===== src/rtl/imm_ext_pkg.sv =====
package imm_ext_pkg;

    localparam int INSN_W  = 32;
    localparam int DATA_W  = 64;
    localparam int SEL_W   = 3;
    localparam int MAX_FMT = 5;

    typedef enum logic [SEL_W-1:0] {
        FMT_ARITH   = 3'b000,
        FMT_XFER    = 3'b001,
        FMT_BRANCH  = 3'b010,
        FMT_CMPBR   = 3'b011,
        FMT_SHORTBR = 3'b100
    } fmt_e;

    typedef struct packed {
        logic [4:0] lsb;
        logic [5:0] width;
        logic       sext;
    } field_desc_t;

    // Field layout for each format, indexed by its select code
    function automatic field_desc_t fmt_desc(input int unsigned idx);
        field_desc_t d;
        case (idx)
            0:       d = '{lsb: 5'd10, width: 6'd12, sext: 1'b0};
            1:       d = '{lsb: 5'd12, width: 6'd9,  sext: 1'b1};
            2:       d = '{lsb: 5'd0,  width: 6'd26, sext: 1'b1};
            3:       d = '{lsb: 5'd5,  width: 6'd19, sext: 1'b1};
            default: d = '{lsb: 5'd5,  width: 6'd11, sext: 1'b1};
        endcase
        return d;
    endfunction

endpackage


===== src/rtl/imm_field_extract.sv =====
module imm_field_extract #(
    parameter int INSN_W   = 32,
    parameter int DATA_W   = 64,
    parameter int LSB      = 0,
    parameter int WIDTH    = 12,
    parameter bit SIGN_EXT = 1'b1
) (
    input  logic [INSN_W-1:0] insn,
    output logic [DATA_W-1:0] value
);
    localparam int PAD_W = DATA_W - WIDTH;

    logic [WIDTH-1:0] field;
    assign field = insn[LSB +: WIDTH];

    generate
        if (SIGN_EXT) begin : g_signed
            assign value = {{PAD_W{field[WIDTH-1]}}, field};
        end else begin : g_unsigned
            assign value = {{PAD_W{1'b0}}, field};
        end
    endgenerate
endmodule


===== src/rtl/imm_format_mux.sv =====
module imm_format_mux #(
    parameter int NUM_IN = 5,
    parameter int SEL_W  = 3,
    parameter int DATA_W = 64
) (
    input  logic [NUM_IN-1:0][DATA_W-1:0] cand,
    input  logic [SEL_W-1:0]              sel,
    output logic [DATA_W-1:0]             out
);
    always_comb begin
        out = '0;
        for (int k = 0; k < NUM_IN; k++) begin
            if (sel == SEL_W'(k)) out = cand[k];
        end
    end
endmodule


===== src/rtl/imm_extend_unit.sv =====
module imm_extend_unit
    import imm_ext_pkg::*;
#(
    parameter bit ENABLE_I2 = 1'b1
) (
    input  logic [INSN_W-1:0] insn,
    input  logic [SEL_W-1:0]  fmt_sel,
    output logic [DATA_W-1:0] imm_out
);
    localparam int NUM_FMT = ENABLE_I2 ? MAX_FMT : MAX_FMT - 1;

    logic [NUM_FMT-1:0][DATA_W-1:0] cand;

    generate
        for (genvar g = 0; g < NUM_FMT; g++) begin : g_fmt
            localparam field_desc_t D = fmt_desc(g);
            imm_field_extract #(
                .INSN_W  (INSN_W),
                .DATA_W  (DATA_W),
                .LSB     (int'(D.lsb)),
                .WIDTH   (int'(D.width)),
                .SIGN_EXT(D.sext)
            ) u_extract (
                .insn (insn),
                .value(cand[g])
            );
        end
    endgenerate

    imm_format_mux #(
        .NUM_IN(NUM_FMT),
        .SEL_W (SEL_W),
        .DATA_W(DATA_W)
    ) u_mux (
        .cand(cand),
        .sel (fmt_sel),
        .out (imm_out)
    );
endmodule


===== config.mk =====
export PLATFORM = sky130hd
export DESIGN_NAME = imm_extend_unit
export DESIGN_NICKNAME = d
export VERILOG_FILES = /design/src/rtl/imm_ext_pkg.sv /design/src/rtl/imm_field_extract.sv /design/src/rtl/imm_format_mux.sv /design/src/rtl/imm_extend_unit.sv
export SDC_FILE = /design/constraint.sdc
export NUM_CORES = 1
export LEC_CHECK = 0
export ABC_CLOCK_PERIOD_IN_PS = 2050
export CAP_MARGIN = 20
export CORE_ASPECT_RATIO = 0.75
export CORE_MARGIN = 3
export CORE_UTILIZATION = 56
export DETAILED_ROUTE_END_ITERATION = 10
export GPL_TIMING_DRIVEN = 0
export PLACE_DENSITY_LB_ADDON = 0.15
export RECOVER_POWER = 100
export SLEW_MARGIN = 10
export SYNTH_ARGS = -nofsm -noshare
export SYNTH_HDL_FRONTEND = slang
export SYNTH_HIERARCHICAL = 1
export SYNTH_SLANG_ARGS = --single-unit

===== constraint.sdc =====
create_clock -name vclk -period 2.05
set_input_delay 0.41 -clock vclk [all_inputs]
set_output_delay 0.41 -clock vclk [all_outputs]
set_load 0.02 [all_outputs]

=== Word level (Yosys, flattened, before mapping) ===
Index checks and enable logic that the tools add are counted.

* Output and inout port bits: 64
* Latch bits: 0
* Bits in registers: 0
* Input port bits: 35
* Bits in writable memories: 0
* Word-level logic and storage cells: 10
* ROM bits: 0
* Memories: 0

* Add/subtract/negate cells: 0
* Divide/modulo/power cells: 0
* Reductions and logical operators: 1
* Bitwise logic cells: 0
* Magnitude comparators: 0
* Equal/unequal tests: 4
* Shift operators: 0
* Mux-type cells: 5
* Multipliers: 0

{| class="wikitable"
|+ Operators by type and width
! operator !! count
|-
| $mux W64 || 4
|-
| $mux W12 || 1
|-
| $eq A3 B2 Y1 const B || 2
|-
| $eq A3 B1 Y1 const B || 1
|-
| $eq A3 B3 Y1 const B || 1
|-
| $logic_not A3 Y1 || 1
|}

=== Longest topological paths before layout ===
* Word-level depth: 6
* Gate-level depth with buffers: 6
* Mapped depth without buffers: 3

=== Modules after synthesis ===
The synthesis kept the hierarchy.

{| class="wikitable"
|+ By module, submodules not included
! module !! seq. area each (µm²) !! cells an instance !! times used !! area each (µm²)
|-
| imm_format_mux || 0.0 || 373 || 1 || 2597.5
|-
| imm_field_extract (g_fmt[1].u_extract ...) || 0.0 || 64 || 4 || 480.5
|-
| imm_field_extract (g_fmt[0].u_extract) || 0.0 || 65 || 1 || 484.2
|}

=== Worst setup path after synthesis ===
Ideal clock, no wire load.

* Kind: input-to-output
* Start point: input port fmt_sel[2]
* End point: output port imm_out[17]
* Buffers on the path: 2
* Data arrival time: 1.604 ns
* Cell stages on the path: 5
* Setup slack: 0.036 ns
* Data required time: 1.640 ns
* Cell sequence: buf_4 -> nor3b_4 -> buf_2 -> a32oi_1 -> a31oi_1

* Word-level cells in the longest chain between the ends: 5
* Elaborated cells between the ends (all ways): 8
* Those cells by class: eq/ne: 4; mux: 4

{| class="wikitable"
|+ RTL lines
! item !! RTL line !! RTL
|-
| from (decl) || imm_extend_unit.sv:7 || <nowiki>input logic [SEL_W-1:0] fmt_sel,</nowiki>
|-
| $eq A3 B1 Y1 || imm_format_mux.sv:13 || <nowiki>if (sel == SEL_W'(k)) out = cand[k];</nowiki>
|-
| $mux W64 (3 in series) || imm_format_mux.sv:13 ||
|-
| $mux W64 (*) || imm_format_mux.sv:13 ||
|-
| to (decl) || imm_extend_unit.sv:8 || <nowiki>output logic [DATA_W-1:0] imm_out</nowiki>
|}

Mark *: on every way between the ends. The rest lies on a longest branch, timed or not.

=== Final worst setup path ===
* Start point: input port fmt_sel[1]
* End point: output port imm_out[29]

The elaborated chain is that of the path after synthesis.

==> out/qor.csv <==
stage,metric,value,unit
outcome,outcome,finished with violations,
outcome,violations,negative setup slack,
worst_setup_path,crit_path_end_kind,output pin,
worst_setup_path,path_class,input port to output pin,
floorplanning,die_w,115.1,um
global_route,grt_pass1_wl,23.15,mm
global_route,grt_use_total,0.2757,
sta,rsz0062_at_grt,yes,
global_route,grt_pass1_vias,4751,
worst_setup_path,critPathBufInv,4,
detailed_routing,wl_per_cell,17.78,um
hold_path,hp-class,input port to output pin,
hold_path,hp-start,insn[8],
power,leakage,3.304,nW
hold_path,whs_path_depth,4,
placed_design,io_buffer_count,66,
yosys,yosysUniqueCellTypes,18,
power,total_power,1.657,mW
detailed_routing,antenna_left,0,
sta,slew_violations,0,
worst_setup_path,crit_required,1.64,ns
worst_setup_path,slowest_delay,0.45,ns
floorplanning,start_util,0.5843,
cells_and_area,clkbuf_count,0,
cells_and_area,nets,859,
worst_setup_path,path_cells,buf_8 -> or3b_4 -> buf_6 -> buf_12 -> a31oi_1 -> buf_4,
sta,hold_viol,0,
detailed_routing,dr.pass1.iters,5,
detailed_routing,routed_wl,16.54,mm
yosys,avgSynthCellArea,7.210,sq um
floorplanning,rows,29,
floorplanning,core,8563,sq um
global_route,globalRouteOverflowTotal,0,
global_route,antenna_found_initial,0,
cells_and_area,final_common_cell,buf_4,
worst_setup_path,crit_arrival,1.71,ns
detailed_routing,vias,5003,
sta,final.period_utilization,1.034,
detailed_routing,initialDrtViolationCount,387,
sta,layout_setup_ws,-0.07049,ns
placed_design,gp_congestion,0.8089,
hold_path,holdPathEnd,imm_out[3],
cells_and_area,seq_cells,0,
yosys,netlist_area,5004,sq um
sta,fmax,471.6,MHz
yosys,syn-instance-count,694,
sta,hold_slack,1.205,ns
yosys,yosys_warnings,6,
worst_setup_path,cpLargestDelayFamily,buffers and inverters,
worst_setup_path,critical_path.max_fanout,10,
placed_design,dpl.hpwl,8.985,mm
cells_and_area,antenna_cells,0,
sta,final-setup-viol-count,40,
detailed_routing,drc,0,
worst_setup_path,worst_setup_path_start_kind,input port,
power,peakVddDrop,0.1599,mV
floorplanning,io_pins,99,
sta,fin_crit,2.120,ns
cells_and_area,post-route-util,0.8299,
cells_and_area,nFillCells,504,
flow_run,maxCapViolCount,0,
cells_and_area,layout_common_cells,"buf_4, nand2_1, conb_1",
worst_setup_path,slowest_stage,or3b_4,
cells_and_area,regArea,0,sq um
detailed_routing,viasPerCell,5.380,
cells_and_area,drive_above_1_share,0.6727,
cells_and_area,area_delta_synth_final,42.04,%
global_route,grt_start_max_net_pins,60,
floorplanning,fp.dieArea,10120,sq um
power,pwr_density_cell,233.2,nW/um^2
floorplanning,die_h,87.86,um
yosys,ys_seq_area_frac,0,
cells_and_area,multiInputGateArea,3197,sq um
-- through the flow --
step / instances / setup TNS, ns / cell area (sq um) / setup WS, ns
3_3_place_gp: 919 / -66.16 / 5991 / -1.115
5_1_grt: 930 / -1.406 / 7107 / -0.07303
6_report: 930 / -0.5694 / 7107 / -0.07049
4_1_cts: 926 / -0.9796 / 6548 / -0.04268
3_5_place_dp: 919 / -67.12 / 5991 / -1.175
2_1_floorplan: 745 / 0 / 5195 / 0.03615
-- worst max-delay path by stage --
stage / from / to / slack (ns) / cells after the start
final: fmt_sel[1] / imm_out[29] / -0.07 / 6
after global routing: fmt_sel[1] / imm_out[29] / -0.07 / 6
after CTS: fmt_sel[0] / imm_out[3] / -0.04 / 7
after detailed placement: fmt_sel[0] / imm_out[49] / -1.17 / 6
after global placement: fmt_sel[0] / imm_out[43] / -1.12 / 6
after floorplan: fmt_sel[2] / imm_out[17] / 0.04 / 5
-- per-layer routing --
metal	GRT usage	vias up	wire (um)
li1	-	2319	-
met1	0.3545	2410	6886
met3	0.03384	61	874
met2	0.4900	213	8215
met5	0	-	0
met4	0.06930	0	560
-- where the power goes --
group | switching [mW] | total, mW | internal [mW] | leakage [nW]
sequential | 0 | 0 | 0 | 0
combinational | 0.740 | 1.66 | 0.917 | 3.30
clock | 0 | 0 | 0 | 0
-- kinds of logic (layout without fill, tap and decap cells) --
family	count (synthesis)	count (layout)	synth area share
AOI/OAI and AO/OA	128	128	0.1920
buffers and inverters	367	444	0.5544
muxes	64	64	0.1440
other	1	52	0.0007495
and+or+nand+nor	134	134	0.1088
-- repair_timing --
item	4_1_cts	5_1_grt
cloned	3	6
pin swaps	12	8
setup endpoints to repair	64	64
buffers inserted	5	0
endpoints found under the hold margin	0	0
hold buffers	0	0
resized for setup	512	101
-- Yosys cell counts, drive strengths merged --
| master | n | area (sq um) |
|---|---|---|
| conb | 1 | 3.750 |
| mux2 | 64 | 720.7 |
| and3b | 1 | 8.760 |
| nor2 | 66 | 257.8 |
| a32oi | 64 | 560.5 |
| nand2 | 64 | 240.2 |
| clkbuf | 12 | 45.04 |
| a31oi | 64 | 400.4 |
| and2b | 1 | 7.510 |
| nor3b | 1 | 18.77 |
| buf | 355 | 2729 |
| or3b | 1 | 11.26 |
-- layout make-up --
class	instances	share of cell area
multi-input cells	378	0.4498
repair buffers	79	0.1167
plain buffers	365	0.4144
well taps	108	0.01901
No activity file was read; power rests on OpenSTA's default activity.
